### src/rtl/wdr_pkg.sv
package wdr_pkg;
  localparam int TO_W = 4;

  typedef struct packed {
    logic            reload;
    logic            stop;
    logic            expire;
    logic            pushFreq;
    logic            testMode;
    logic            revertPol;
    logic [TO_W-1:0] loadVal;
  } wdrStrobe_t;

  typedef struct packed {
    logic tickNow;
    logic cntAtOne;
    logic rstActive;
  } wdrStat_t;
endpackage

### src/rtl/wdr_ctrl.sv
module wdr_ctrl
  import wdr_pkg::*;
(
  input  logic       clk,
  input  logic       rstN,
  input  logic       ctrlWrEn,
  input  logic [7:0] ctrlWrData,
  input  logic       freqWrEn,
  input  wdrStat_t   dpStat,
  output wdrStrobe_t strb,
  output logic [7:0] ctrlByte,
  output logic       pinDir
);
  logic [TO_W-1:0] toSel;
  logic            revertPol;
  logic            testMode;
  logic            alarm;
  logic            wrZero;
  logic            expireNow;

  assign wrZero    = (ctrlWrData[TO_W-1:0] == '0);
  assign expireNow = dpStat.tickNow & dpStat.cntAtOne & ~ctrlWrEn;

  always_ff @(posedge clk or negedge rstN) begin
    if (!rstN) begin
      toSel     <= '0;
      revertPol <= 1'b0;
      testMode  <= 1'b0;
      pinDir    <= 1'b0;
      alarm     <= 1'b0;
    end else begin
      if (ctrlWrEn) begin
        toSel     <= ctrlWrData[TO_W-1:0];
        revertPol <= ctrlWrData[4];
        testMode  <= ctrlWrData[5];
        pinDir    <= ctrlWrData[6];
      end
      if (ctrlWrEn && wrZero)
        alarm <= 1'b0;
      else if (expireNow)
        alarm <= 1'b1;
    end
  end

  always_comb begin
    strb           = '0;
    strb.reload    = ctrlWrEn & ~wrZero;
    strb.stop      = ctrlWrEn & wrZero;
    strb.loadVal   = ctrlWrData[TO_W-1:0];
    strb.expire    = expireNow;
    strb.pushFreq  = freqWrEn;
    strb.testMode  = testMode;
    strb.revertPol = revertPol;
  end

  assign ctrlByte = {alarm, pinDir, testMode, revertPol, toSel};

  AST_ALARM_SET: assert property (@(posedge clk) disable iff (!rstN)
    strb.expire |=> alarm);
  AST_ALARM_STICKY: assert property (@(posedge clk) disable iff (!rstN)
    (alarm && !(ctrlWrEn && wrZero)) |=> alarm);
  AST_ALARM_CLEAR: assert property (@(posedge clk) disable iff (!rstN)
    (ctrlWrEn && wrZero) |=> !alarm);
  AST_SINGLE_EXPIRE: assert property (@(posedge clk) disable iff (!rstN)
    strb.expire |=> !strb.expire);
endmodule

### src/rtl/wdr_datapath.sv
module wdr_datapath
  import wdr_pkg::*;
#(
  parameter int TICK_DIV   = 32768,
  parameter int RST_CYCLES = 16,
  parameter int FREQ_W     = 4
) (
  input  logic              clk,
  input  logic              rstN,
  input  wdrStrobe_t        strb,
  input  logic [FREQ_W-1:0] freqWrData,
  input  logic [FREQ_W-1:0] strapFreq,
  output wdrStat_t          dpStat,
  output logic [FREQ_W-1:0] freqSel
);
  localparam int PS_W   = (TICK_DIV > 1) ? $clog2(TICK_DIV) : 1;
  localparam int RC_W   = $clog2(RST_CYCLES + 1);
  localparam int HIST_N = 2;
  localparam logic [PS_W-1:0] PS_LAST = PS_W'(TICK_DIV - 1);
  localparam logic [RC_W-1:0] RC_LOAD = RC_W'(RST_CYCLES);

  logic [PS_W-1:0] presc;
  logic [TO_W-1:0] secCnt;
  logic [RC_W-1:0] rstCnt;
  logic            psWrap;
  logic            tickNow;

  logic [FREQ_W-1:0] hist    [HIST_N];
  logic              histVld [HIST_N];
  logic              revertActive;
  logic              revertUseSw;

  generate
    if (TICK_DIV > 1) begin : g_div
      assign psWrap = (presc == PS_LAST);
    end else begin : g_nodiv
      assign psWrap = 1'b1;
    end
  endgenerate

  assign tickNow = strb.testMode | psWrap;

  // prescaler, restarted by every servicing write
  always_ff @(posedge clk or negedge rstN) begin
    if (!rstN)                    presc <= '0;
    else if (strb.reload || psWrap) presc <= '0;
    else                          presc <= presc + 1'b1;
  end

  // seconds down-counter
  always_ff @(posedge clk or negedge rstN) begin
    if (!rstN)                            secCnt <= '0;
    else if (strb.reload)                 secCnt <= strb.loadVal;
    else if (strb.stop)                   secCnt <= '0;
    else if (tickNow && secCnt != '0)     secCnt <= secCnt - 1'b1;
  end

  // reset pulse length counter
  always_ff @(posedge clk or negedge rstN) begin
    if (!rstN)              rstCnt <= '0;
    else if (strb.expire)   rstCnt <= RC_LOAD;
    else if (rstCnt != '0)  rstCnt <= rstCnt - 1'b1;
  end

  // two-entry history of software frequency codes
  for (genvar i = 0; i < HIST_N; i++) begin : g_hist
    always_ff @(posedge clk or negedge rstN) begin
      if (!rstN) begin
        hist[i]    <= '0;
        histVld[i] <= 1'b0;
      end else if (strb.pushFreq) begin
        if (i == 0) begin
          hist[i]    <= freqWrData;
          histVld[i] <= 1'b1;
        end else begin
          hist[i]    <= hist[i-1];
          histVld[i] <= histVld[i-1];
        end
      end
    end
  end

  always_ff @(posedge clk or negedge rstN) begin
    if (!rstN) begin
      revertActive <= 1'b0;
      revertUseSw  <= 1'b0;
    end else if (strb.expire) begin
      revertActive <= 1'b1;
      revertUseSw  <= strb.revertPol;
    end else if (strb.pushFreq) begin
      revertActive <= 1'b0;
    end
  end

  always_comb begin
    if (revertActive) begin
      if (revertUseSw && histVld[1]) freqSel = hist[1];
      else                           freqSel = strapFreq;
    end else if (histVld[0]) begin
      freqSel = hist[0];
    end else begin
      freqSel = strapFreq;
    end
  end

  assign dpStat.tickNow   = tickNow;
  assign dpStat.cntAtOne  = (secCnt == TO_W'(1));
  assign dpStat.rstActive = (rstCnt != '0);

  AST_OFF_IDLE: assert property (@(posedge clk) disable iff (!rstN)
    (secCnt == '0 && !strb.reload) |=> secCnt == '0);
  AST_RELOAD_LOAD: assert property (@(posedge clk) disable iff (!rstN)
    strb.reload |=> (secCnt == $past(strb.loadVal)));
  AST_PULSE_START: assert property (@(posedge clk) disable iff (!rstN)
    strb.expire |=> dpStat.rstActive);
  AST_HIST_SHIFT: assert property (@(posedge clk) disable iff (!rstN)
    strb.pushFreq |=> (hist[1] == $past(hist[0])));
  AST_FALLBACK_STRAP: assert property (@(posedge clk) disable iff (!rstN)
    (strb.expire && !strb.revertPol && !strb.pushFreq) |=> freqSel == strapFreq);
endmodule

### src/rtl/wdr_top.sv
module wdr_top
  import wdr_pkg::*;
#(
  parameter int TICK_DIV   = 32768,
  parameter int RST_CYCLES = 16,
  parameter int FREQ_W     = 4
) (
  input  logic              clk,
  input  logic              rstN,
  input  logic              ctrlWrEn,
  input  logic [7:0]        ctrlWrData,
  output logic [7:0]        ctrlByte,
  input  logic              freqWrEn,
  input  logic [FREQ_W-1:0] freqWrData,
  input  logic [FREQ_W-1:0] strapFreq,
  output logic [FREQ_W-1:0] freqSel,
  input  logic              pinIn,
  output logic              pinOe,
  output logic              pinOutN,
  output logic              pwrDownN
);
  wdrStrobe_t strb;
  wdrStat_t   dpStat;
  logic       pinDir;

  wdr_ctrl u_ctrl (
    .clk        (clk),
    .rstN       (rstN),
    .ctrlWrEn   (ctrlWrEn),
    .ctrlWrData (ctrlWrData),
    .freqWrEn   (freqWrEn),
    .dpStat     (dpStat),
    .strb       (strb),
    .ctrlByte   (ctrlByte),
    .pinDir     (pinDir)
  );

  wdr_datapath #(
    .TICK_DIV   (TICK_DIV),
    .RST_CYCLES (RST_CYCLES),
    .FREQ_W     (FREQ_W)
  ) u_dp (
    .clk        (clk),
    .rstN       (rstN),
    .strb       (strb),
    .freqWrData (freqWrData),
    .strapFreq  (strapFreq),
    .dpStat     (dpStat),
    .freqSel    (freqSel)
  );

  assign pinOe    = ~pinDir;
  assign pinOutN  = ~dpStat.rstActive;
  assign pwrDownN = pinDir ? pinIn : 1'b1;

  AST_PULSE_ON_PIN: assert property (@(posedge clk) disable iff (!rstN)
    strb.expire |=> !pinOutN);
endmodule

### config.mk
export PLATFORM = sky130hd
export DESIGN_NAME = wdr_top
export DESIGN_NICKNAME = d
export VERILOG_FILES = /design/src/rtl/wdr_pkg.sv /design/src/rtl/wdr_ctrl.sv /design/src/rtl/wdr_datapath.sv /design/src/rtl/wdr_top.sv
export SDC_FILE = /design/constraint.sdc
export NUM_CORES = 1
export LEC_CHECK = 0
export CAP_MARGIN = 20
export CORE_MARGIN = 4
export CORE_UTILIZATION = 63
export CTS_BUF_LIST = sky130_fd_sc_hd__clkbuf_8
export DETAILED_ROUTE_END_ITERATION = 8
export DONT_BUFFER_PORTS = 1
export HOLD_SLACK_MARGIN = 0.02
export PLACE_DENSITY = 0.79
export SLEW_MARGIN = 20
export SYNTH_ARGS = -nofsm -noshare
export SYNTH_HDL_FRONTEND = slang
export SYNTH_SLANG_ARGS = --single-unit
export TNS_END_PERCENT = 100
### constraint.sdc
create_clock -name clk -period 4 [get_ports clk]
set_clock_uncertainty 0.15 [all_clocks]
set_input_delay 0.2 -clock clk [delete_from_list [all_inputs] [get_ports clk]]
set_output_delay 0.2 -clock clk [all_outputs]
set_load 0.05 [all_outputs]
==> results.cfg <==
[global_route]
grtUsageMet1_pct = 25.4
busiest_layer = met2
antenna_found_initial = 0
overflow = 0
grt_pass1_vias = 1591
grtUsageTotal_pct = 22.2
globalRouteMet3Util_pct = 8.16
use_met2_pct = 37.7
grt_pass1_wl_um = 7210
grt_max_degree = 45

[setup_path]
end_kind = flip-flop
critPathMaxFanout = 12
crit_type = reg -> reg
cp_cell_sequence = nand3_1 > o41ai_1 > and4_1 > mux2_1
worstPathRequired_ns = 4.03
timing.reg2reg.worst_path_depth = 4
slowest_stage = o41ai_1
rrSetupSlack_ns = 1.62
worstPathArrival_ns = 2.41
crit_path_max_incr_delay_ns = 0.67
start_kind = flip-flop

[timing]
setup-tns-final_ns = 0
layout_min_cycle_time_ns = 2.38
rsz0062_at_grt = no
setup_viol = 0
slew_viol_final = 0
period_share_pct = 59.5
hold_violations = 0
worst_pin_slew_ns = 1.05
max_clock_freq_mhz = 420
whs_ns = 0.0449
relSlewSlack_pct = 30.0

[clock_tree]
clkSinkCount = 44
clk_pin_slew_ns = 0.07
clk_latency_ns = 0.29
cts_tree = built
cts-resized-gates = 0
cts_buffer_depth = 2
cts_buffers = 5
root_buffer = clkbuf_8
cts_setup_buffers = 0
h-tree-depth = 2

[logic_synthesis]
synth-xor-area-share_pct = 5.73
ys.flop_type = dfrtp_1
synth_area_per_cell_um2 = 10.5
synth-simple-area-share_pct = 17.6
synth_compound_area_share_pct = 8.54
muxShareOfSynthArea_pct = 8.78
yosysWarnings = 0
synthAdderAreaFrac_pct = 2.93
ys_seq_area_share_pct = 51.5
synth_top_family_by_area = simple AND/OR/NAND/NOR gates
synthArstFlopShare_pct = 100
synth_edf_count = 0
syn_nets = 230
syn_area_um2 = 2140
yosys_register_bits = 44
netlist_instances = 204
ys_types = 37

[power]
vdd_drop_max_mv = 0.336
power.leakage_nw = 1.05
p_per_area_nw_per_um2 = 449

[drt]
drtPass1Iterations = 4
avgViaCountPerCell = 5.92
wl_per_cell_um = 16.4
drc = 0
drt_wl_total_um = 4270
antenna_left = 0
first_iter_violations = 86
num_vias = 1544

[floorplan]
initial_utilization_pct = 67.8
ios = 36
fp-row-count = 20
core_um2 = 3150
die_area_um2 = 4390
die_w_um = 66.3
die_h_um = 66.3

[layout]
fin_util_pct = 75.6
layout_common_cells = dfrtp_1, nor2_1, dlygate4sd3_1
fin_cells = 261
drive_gt1_share_pct = 11.1
area_delta_synth_final_pct = 11.4
diodes = 0
design_area_um2 = 2380
layout.nets = 243
final_common_cell = dfrtp_1

[flow_run]
drv_cap = 0

[place]
portBuffers = 0
globalplace.congestion = 0.774
dp_cells = 239
dpl.hpwl_um = 2810
place_area_um2 = 2140

[outcome]
outcome = completed

[hold_path]
hold_path_class = in -> reg
whs_path_depth = 3
-- cell usage after synthesis, types with 2 or more instances --
master / n / area, um2
o21ai_0: 8 / 40.0
nand4_1: 2 / 12.5
nor4_1: 5 / 31.3
a21oi_1: 6 / 30.0
mux2i_1: 3 / 30.0
nand3_1: 9 / 45.0
nor2b_1: 2 / 12.5
nor2_1: 23 / 86.3
buf_4: 5 / 37.5
xor2_1: 2 / 17.5
xnor2_1: 12 / 105
nor3_1: 6 / 30.0
o41a_1: 2 / 22.5
ha_1: 5 / 62.6
clkbuf_1: 5 / 18.8
mux2_2: 13 / 146
a211oi_1: 4 / 30.0
nand2_1: 11 / 41.3
or4_1: 2 / 15.0
dfrtp_1: 44 / 1100
or3_1: 3 / 18.8
clkinv_1: 2 / 7.51
a2bb2oi_1: 2 / 17.5
a31oi_1: 2 / 12.5
inv_1: 11 / 41.3
and3_1: 4 / 25.0
-- worst max-delay path: cells and delay by family, from the launching register on --
family	cells	cell delay (ns)
DFF	1	0.40
and+or+nand+nor	2	0.72
muxes	1	0.33
AOI/OAI and AO/OA	1	0.67
-- power breakdown --
group / internal [mW] / total (mW) / switching (mW)
clock: 0.116 / 0.253 / 0.137
combinational: 0.0990 / 0.236 / 0.137
sequential: 0.502 / 0.580 / 0.0779
total: 0.717 / 1.07 / 0.352
-- cell families after synthesis --
family | count (synthesis)
compound gates | 28
xor+xnor | 14
fa+ha+maj | 5
buf+inv | 23
flops | 44
mux | 17
simple gates | 73
-- final cells by class --
type / count / area [um2]
fillers: 221 / 771
repair buffers: 16 / 168
flip-flops and latches: 44 / 1100
multi-input cells: 137 / 932
well taps: 44 / 55.1
clock buffers: 5 / 68.8
inverters: 13 / 48.8
clock inverters: 2 / 8.76
-- routing by layer --
metal | vias to the layer above | wire, um
met5 | - | 0
met4 | 0 | 85
met3 | 10 | 342
met2 | 58 | 2070
met1 | 739 | 1770
li1 | 737 | -
-- state kept, by name, indices dropped and copies added, names as in the netlist --
signal and count:
u_dp.presc 15, u_dp.hist 8, u_dp.rstCnt 5, u_ctrl.toSel 4
u_dp.secCnt 4, u_dp.histVld 2, u_ctrl.alarm 1, u_ctrl.pinDir 1
u_ctrl.revertPol 1, u_ctrl.testMode 1, u_dp.revertActive 1, u_dp.revertUseSw 1
-- worst paths after layout --
kind                                    start                to
worst min-delay path            ctrlWrData[2]      u_ctrl.alarm
min in group asynchronous                rstN      u_dp.hist[4]
worst max-delay path            u_dp.presc[3]  u_dp.revertUseSw
worst max register to register  u_dp.presc[3]  u_dp.revertUseSw
max in group asynchronous                rstN    u_dp.presc[11]
worst min register to register  u_dp.presc[0]     u_dp.presc[0]
-- repair_timing --
item                                   in CTS  in global routing
hold buffers                               15                  0
setup endpoints to repair                   0                  0
endpoints found under the hold margin      66                  0
-- stage by stage --
step / total power [mW] / setup slack, ns
2_1_floorplan: 0.765 / 1.61
5_1_grt: 1.14 / 1.45
3_3_place_gp: 0.782 / 1.68
6_report: 1.07 / 1.62
4_1_cts: 1.08 / 1.64
3_5_place_dp: 0.798 / 1.68
Power figures use the tool's default switching activity.
